--- src/rtl/busoff_rec_pkg.sv ---
package busoff_rec_pkg;

  typedef enum logic [1:0] {
    RS_IDLE      = 2'd0,
    RS_WAIT_INIT = 2'd1,
    RS_COUNT     = 2'd2,
    RS_DONE      = 2'd3
  } rec_state_e;

  localparam logic [2:0] LEC_NONE      = 3'b000;
  localparam logic [2:0] LEC_IDLE_SEEN = 3'b101;

endpackage

--- src/rtl/rec_run_counter.sv ---
module rec_run_counter #(
  parameter int RUN_LEN = 11
) (
  input  logic clk,
  input  logic rst_n,
  input  logic enable,
  input  logic bit_stb,
  input  logic rx,
  output logic run_done
);
  localparam int RUN_W = $clog2(RUN_LEN + 1);
  localparam logic [RUN_W-1:0] RUN_LAST = RUN_W'(RUN_LEN - 1);

  logic [RUN_W-1:0] run_q;

  always_ff @(posedge clk or negedge rst_n) begin
    if (!rst_n) begin
      run_q <= '0;
    end else if (!enable) begin
      run_q <= '0;
    end else if (bit_stb) begin
      if (!rx || run_q == RUN_LAST) begin
        run_q <= '0;
      end else begin
        run_q <= run_q + 1'b1;
      end
    end
  end

  assign run_done = enable && bit_stb && rx && (run_q == RUN_LAST);

endmodule

--- src/rtl/rec_seq_counter.sv ---
module rec_seq_counter #(
  parameter int SEQ_NEED = 129
) (
  input  logic clk,
  input  logic rst_n,
  input  logic enable,
  input  logic inc,
  output logic last_run
);
  localparam int SEQ_W = $clog2(SEQ_NEED + 1);
  localparam logic [SEQ_W-1:0] SEQ_LAST = SEQ_W'(SEQ_NEED - 1);

  logic [SEQ_W-1:0] seq_q;

  always_ff @(posedge clk or negedge rst_n) begin
    if (!rst_n) begin
      seq_q <= '0;
    end else if (!enable) begin
      seq_q <= '0;
    end else if (inc) begin
      seq_q <= seq_q + 1'b1;
    end
  end

  assign last_run = inc && (seq_q == SEQ_LAST);

endmodule

--- src/rtl/rec_ctrl_fsm.sv ---
module rec_ctrl_fsm
  import busoff_rec_pkg::*;
(
  input  logic       clk,
  input  logic       rst_n,
  input  logic       bus_off_i,
  input  logic       init_wr_i,
  input  logic       init_wdata_i,
  input  logic       run_done,
  input  logic       last_run,
  output rec_state_e state_q,
  output logic       count_en,
  output logic       init_o,
  output logic       lec_wr_o,
  output logic [2:0] lec_code_o,
  output logic       cnt_reset_o,
  output logic       recovered_o
);
  rec_state_e state_d;
  logic       init_q;
  logic       lec_wr_q;
  logic [2:0] lec_code_q;

  always_comb begin
    state_d = state_q;
    unique case (state_q)
      RS_IDLE:      if (bus_off_i) state_d = RS_WAIT_INIT;
      RS_WAIT_INIT: if (!init_q)   state_d = RS_COUNT;
      RS_COUNT:     if (last_run)  state_d = RS_DONE;
      RS_DONE:                     state_d = RS_IDLE;
      default:                     state_d = RS_IDLE;
    endcase
  end

  always_ff @(posedge clk or negedge rst_n) begin
    if (!rst_n) begin
      state_q    <= RS_IDLE;
      init_q     <= 1'b1;
      lec_wr_q   <= 1'b0;
      lec_code_q <= LEC_NONE;
    end else begin
      state_q  <= state_d;
      lec_wr_q <= run_done;
      if (run_done) lec_code_q <= LEC_IDLE_SEEN;
      case (state_q)
        RS_IDLE: begin
          if (bus_off_i)      init_q <= 1'b1;
          else if (init_wr_i) init_q <= init_wdata_i;
        end
        RS_WAIT_INIT: begin
          if (init_wr_i) init_q <= init_wdata_i;
        end
        default: init_q <= init_q;
      endcase
    end
  end

  assign count_en    = (state_q == RS_COUNT);
  assign init_o      = init_q;
  assign lec_wr_o    = lec_wr_q;
  assign lec_code_o  = lec_code_q;
  assign cnt_reset_o = (state_q == RS_DONE);
  assign recovered_o = (state_q == RS_DONE);

endmodule

--- src/rtl/busoff_recovery.sv ---
module busoff_recovery
  import busoff_rec_pkg::*;
#(
  parameter int RUN_LEN  = 11,
  parameter int SEQ_NEED = 129
) (
  input  logic       clk,
  input  logic       rst_n,
  input  logic       bus_off_i,
  input  logic       init_wr_i,
  input  logic       init_wdata_i,
  input  logic       bit_stb_i,
  input  logic       rx_i,
  output logic       init_o,
  output logic       lec_wr_o,
  output logic [2:0] lec_code_o,
  output logic       cnt_reset_o,
  output logic       recovered_o
);
  rec_state_e state_w;
  logic       count_en;
  logic       run_done;
  logic       last_run;

  rec_run_counter #(.RUN_LEN(RUN_LEN)) u_run (
    .clk      (clk),
    .rst_n    (rst_n),
    .enable   (count_en),
    .bit_stb  (bit_stb_i),
    .rx       (rx_i),
    .run_done (run_done)
  );

  rec_seq_counter #(.SEQ_NEED(SEQ_NEED)) u_seq (
    .clk      (clk),
    .rst_n    (rst_n),
    .enable   (count_en),
    .inc      (run_done),
    .last_run (last_run)
  );

  rec_ctrl_fsm u_fsm (
    .clk          (clk),
    .rst_n        (rst_n),
    .bus_off_i    (bus_off_i),
    .init_wr_i    (init_wr_i),
    .init_wdata_i (init_wdata_i),
    .run_done     (run_done),
    .last_run     (last_run),
    .state_q      (state_w),
    .count_en     (count_en),
    .init_o       (init_o),
    .lec_wr_o     (lec_wr_o),
    .lec_code_o   (lec_code_o),
    .cnt_reset_o  (cnt_reset_o),
    .recovered_o  (recovered_o)
  );

endmodule

--- config.mk ---
export PLATFORM = sky130hd
export DESIGN_NAME = busoff_recovery
export DESIGN_NICKNAME = d
export VERILOG_FILES = /design/src/rtl/busoff_rec_pkg.sv /design/src/rtl/rec_run_counter.sv /design/src/rtl/rec_seq_counter.sv /design/src/rtl/rec_ctrl_fsm.sv /design/src/rtl/busoff_recovery.sv
export SDC_FILE = /design/constraint.sdc
export NUM_CORES = 1
export LEC_CHECK = 0
export ABC_AREA = 1
export BUFFER_PORTS_ARGS = -buffer_cell sky130_fd_sc_hd__buf_2
export CORE_AREA = 2 2 54 56
export DETAILED_ROUTE_END_ITERATION = 6
export DIE_AREA = 0 0 56 58
export PLACE_DENSITY = 0.55
export SYNTH_ARGS = -nofsm -noshare
export SYNTH_HDL_FRONTEND = slang
export SYNTH_HIERARCHICAL = 1
export SYNTH_SLANG_ARGS = --single-unit
--- constraint.sdc ---
create_clock -name clk -period 3.05 [get_ports clk]
set_clock_uncertainty 0.2 [all_clocks]
set_input_delay 0.4575 -clock clk [delete_from_list [all_inputs] [get_ports clk]]
set_output_delay 0.4575 -clock clk [all_outputs]
set_load 0.01 [all_outputs]
# Word-level counts from Yosys, hierarchy flattened
# Index checks and enable logic that the tools add are counted.
[op_classes]
n_addsub = 2
eq_ne = 10
n_mux = 12
reduce_logical = 9
[op_table]
columns = ["op", "count"]
rows = [
  ["$mux 8", 2],
  ["$mux 4", 3],
  ["$add 8x1->8 const B", 1],
  ["$eq 8x8->1 const B", 1],
  ["$ne 2x2->1 const B", 4],
  ["$pmux 2 s4", 1],
  ["$mux 2", 3],
  ["$add 4x1->4 const B", 1],
  ["$eq 2x2->1 const B", 2],
  ["$eq 4x4->1 const B", 1],
  ["$logic_and 1x1->1", 4],
  ["$reduce_and 3->1", 1],
  ["$eq 2x1->1 const B", 1],
  ["$logic_not 2->1", 1],
  ["$mux 1", 2],
  ["$ne 2x1->1 const B", 1],
  ["$pmux 1 s2", 1],
  ["$reduce_bool 2->1", 1],
  ["$logic_not 1->1", 1],
  ["$logic_or 1x1->1", 1],
]
[word_totals]
regBits = 17
input_bits = 7
output_inout_bits = 7
word_cells = 39

# Longest topological paths before layout
[depth]
word_depth = 7
ltp_mapped = 11
ltp_nobuf = 11

# Modules after synthesis
# The synthesis kept the hierarchy.
[modules_own_cells]
columns = ["module", "instances", "cells_per_inst", "area_per_inst_um2", "seq_area_each_um2"]
rows = [
  ["rec_seq_counter", 1, 63, 467.9, 200.2],
  ["rec_ctrl_fsm", 1, 39, 329.1, 126.4],
  ["rec_run_counter", 1, 33, 240.2, 100.1],
]

# Worst setup path before layout
# Ideal clock, no wire load.
[synth_path]
path_type = "register to register"
startpoint = "reg u_fsm.state_q[0]"
endpoint = "reg u_fsm.state_q[0]"
setup_ns = 0.118
arrival_time_ns = 1.805
t_required_ns = 2.732
path_slack_ns = 0.927
path_stages_with_launch = 12
period_less_slack_ns = 2.123
cell_sequence = "dfrtp_1 > inv_1 > ha_1 > nand3_1 > nor3_1 > nand4_1 > nor3_1 > inv_1 > nand2_1 > nand3_2 > nand2_1 > nand2_1"
[synth_via]
elab_chain_len = 7
[synth_lines]
columns = ["item", "line_no", "source"]
rows = [
  ["start: declaration", "rec_ctrl_fsm.sv:11", "output rec_state_e state_q,"],
  ["start signal: assignment", "rec_ctrl_fsm.sv:42", "state_q <= state_d;"],
  ["$eq 2x2->1", "rec_ctrl_fsm.sv:58", "assign count_en = (state_q == RS_COUNT);"],
  ["named net count_en", "busoff_recovery.sv:21", "logic count_en;"],
  ["$logic_and 1x1->1 (3 in series)", "rec_run_counter.sv:30", "assign run_done = enable && bit_stb && rx && (run_q == RUN_LAST);"],
  ["named net run_done", "busoff_recovery.sv:22", "logic run_done;"],
  ["$logic_and 1x1->1", "rec_seq_counter.sv:25", "assign last_run = inc && (seq_q == SEQ_LAST);"],
  ["named net last_run", "busoff_recovery.sv:23", "logic last_run;"],
  ["$ne 2x2->1 (no line)", "--", ""],
  ["$reduce_and 3->1 (no line)", "--", ""],
]
# The timed path passes the listed nets, and every way through them passes these cells.
# A chain may end at the register's enable or synchronous reset.

# Final worst setup path
# Ends and elaborated chain as after synthesis.

==> impl_results.md <==
- Worst path depth: 12
- Int Power: 0.398 mW
- Routed len/inst: 9.89 um
- Most area-hungry cell type in the Yosys netlist: dfrtp_1
- Worst slew pin tran: 0.509 ns
- DR iter-0 viols: 23
- Chip height: 58 um
- Die ar.: 3250 sq um
- Final ANT Viol Nets: 0
- Clock Path Buffers: 2
- Seq/Total Area, Yosys: 41.1%
- Switching power: 0.261 mW
- Clock sink count: 17
- CTS buffer count: 3
- Max_cap viols: 0
- Worst hold path type: input port to flip-flop
- Mapped Avg Cell Area: 7.68 sq um
- Post-CTS Setup Repair Bufs: 0
- Seq pwr share: 42.1%
- Synthesized area: 1040 sq um
- DR DRC count: 0
- Leak pwr: 0.627 nW
- Buf/Inv on CP: 3
- Crit path cell chain: inv_1 > ha_1 > nand3_1 > nor3_1 > buf_4 > nand4_1 > nor3_1 > inv_1 > nand2_1 > nand3_2 > nand2_1 > nand2_1
- Largest cells by area after synthesis: dfrtp_1 39%, nand2_1 14%, ha_1 11%, inv_1 6.9%, nor2_1 5.8%
- Comb pwr share: 39.1%
- Worst path arrival time: 2.45 ns
- Setup_tns: 0 ns
- Number of port buffers: 12
- Post-layout util: 43.1%
- Status: completed
- Layout cells sized above 1: 17.4%
- Die X: 56 um
- Crit. End Element: flip-flop
- Core ar.: 2660 sq um
- Grt ovf: 0
- Clk pin slew, worst setup/hold paths: 0.11 ns
- CTS Root Cell: clkbuf_4
- Final count of hold timing violations: 0
- Clk pwr share: 18.7%
- N_diodes: 0
- CP delay by family, top: simple AND/OR/NAND/NOR gates
- TritonCTS clock tree: done
- CP required: 3.04 ns
- Yosys cell types: 22
- Post-CTS sizing: 0
- Drt first pass iters: 4
- Synth-to-layout area growth: 10.6%
- Clk_lat worst skew: 0.30 ns
- VDD IR max: 0.322 mV
- Tcrit/Tclk final: 80.8%
- Startpoint types: flip-flop
- Setup CP Type: flip-flop to flip-flop
- Relative slew slack: 66.0%
- Switching portion of total power: 39.6%
- Slew Viols, Final: 0
- Layout fillers: 276
- PwrDens: 574 nW/um^2
- # IOs: 14
- Tmin final: 2.46 ns
- Nets@finish: 166
- Area fraction of the dominant cell type after synthesis: 38.6%
- Initial antenna violation count: 0
- Synth warn: 6
- Placement row count: 19
- Post-DP HPWL: 1320 um
- Pwr Total: 0.659 mW
- Crit-path max FO: 14
- Non-Filler Instances: 180
- Setup Viol. Count Final: 0
- Worst Hold Path Cells: 4
- CP max-delay cell: ha_1
- Vias in the first global route: 747
- Detailed-route wire length: 1780 um
- Starting Density: 39.0%
- Vias: 851
- Yosys reg bits: 17
- Max Freq: 406 MHz
- Hold slack: 0.254 ns
- Largest net degree at the start of global routing: 18
- Most used cell along the critical path: nand2_1
- R2R cell count: 12
- Worst path max stage delay: 0.49 ns
- Placed cell count: 175
- Post-CTS Hold Fix Bufs: 1
- First-pass GRT wire length: 3220 um
- RSZ-0062 raised after global routing: no
- Max H-tree Level: 1
- DR vias/cell: 4.73
- Syn Nets: 151
- Final RePlAce weighted congestion: 0.787
- Total track usage: 12.7%
- Post-Synthesis Cells: 135
-- power by group through the flow --
stage | Combinational, mW | Sequential [mW] | Clock (mW)
final | 0.258 | 0.278 | 0.123
after global routing | 0.299 | 0.282 | 0.143
after CTS | 0.258 | 0.277 | 0.129
after detailed placement | 0.256 | 0.282 | 0
after global placement | 0.249 | 0.280 | 0
after floorplan | 0.211 | 0.281 | 0
-- state kept, by name, indices dropped and copies added (netlist names) --
register	cells
u_fsm/init_o	1
u_fsm/lec_code_o	1
u_fsm/lec_wr_o	1
u_fsm/state_q	2
u_run/run_q	4
u_seq/seq_q	8
-- cell usage in the layout (no fill, tap or decap), drive strengths merged --
cell / n
nand2: 40
inv: 20
nor2: 17
dfrtp: 16
buf: 13
ha: 9
nand4: 7
nand3: 6
o21ai: 5
clkbuf: 3
a21oi: 3
or2: 2
nor3: 2
clkinv: 2
dlygate4sd3: 1
conb: 1
dfstp: 1
xor2: 1
-- through the flow --
step	instance area, sq um	setup WS, ns
after floorplan	1040	0.927
after global routing	1150	0.351
final	1150	0.585
after detailed placement	1110	0.597
after global placement	1110	0.680
after CTS	1150	0.574
-- path summary, 6_finish.rpt --
| path | startpoint | to | slack, ns |
|---|---|---|---|
| setup / recovery | u_fsm/state_q[0] | u_fsm/state_q[0] | 0.59 |
| hold / removal | bit_stb_i | u_run/run_q[2] | 0.25 |
| setup reg to reg | u_fsm/state_q[0] | u_fsm/state_q[0] | 0.59 |
| hold reg to reg | u_fsm/lec_code_o[0] | u_fsm/lec_code_o[0] | 0.30 |
| max in group asynchronous | rst_n | u_fsm/init_o | 1.93 |
| min in group asynchronous | rst_n | u_seq/seq_q[6] | 0.40 |
-- routing by layer --
layer  track usage (%)  up-vias  part of all wire, %
met5                 0        -                    0
met4              4.08        0                 0.90
met3              4.69        2                  4.4
met2              20.7       16                   46
met1              15.8      388                   49
li1                  -      445                    -
-- layout make-up --
class | count | area, sq um | area share (%)
clock inverters | 1 | 5.00 | 0.436
well taps | 31 | 38.8 | 3.38
flip-flops and latches | 17 | 427 | 37.2
inverters | 21 | 78.8 | 6.87
clock buffers | 3 | 22.5 | 1.96
repair buffers | 14 | 77.6 | 6.76
multi-input cells | 93 | 498 | 43.4
-- tightest hold or removal path, stage by stage --
cell and delay (ns):
buf_2 0.09, nor2_1 0.07, nand2_1 0.06, nand2_1 0.04
-- cell usage after synthesis --
library cell  instances
nand2_2               1
buf_6                 1
nand2_1              38
nand3_2               2
ha_1                  9
nor2_2                1
dfstp_2               1
nor3_1                2
o21ai_0               5
buf_4                 3
clkinv_1              1
inv_1                19
nor2_1               16
nand4_1               7
or2_2                 2
a21oi_1               3
inv_2                 1
nand2_4               1
nand3_1               4
conb_1                1
xor2_1                1
dfrtp_1              16
-- cells by family (layout without fill, tap and decap cells) --
family | count (synthesis) | count (layout) | synth area share [%]
adder cells (fa/ha/maj) | 9 | 9 | 10.9
AO/OA/AOI/OAI | 8 | 8 | 3.86
flip-flops | 17 | 17 | 41.1
XOR/XNOR | 1 | 1 | 0.845
buffers and inverters | 25 | 39 | 10.9
AND/OR/NAND/NOR | 74 | 74 | 32.1
other | 1 | 1 | 0.362
Power figures use the tool's default switching activity.
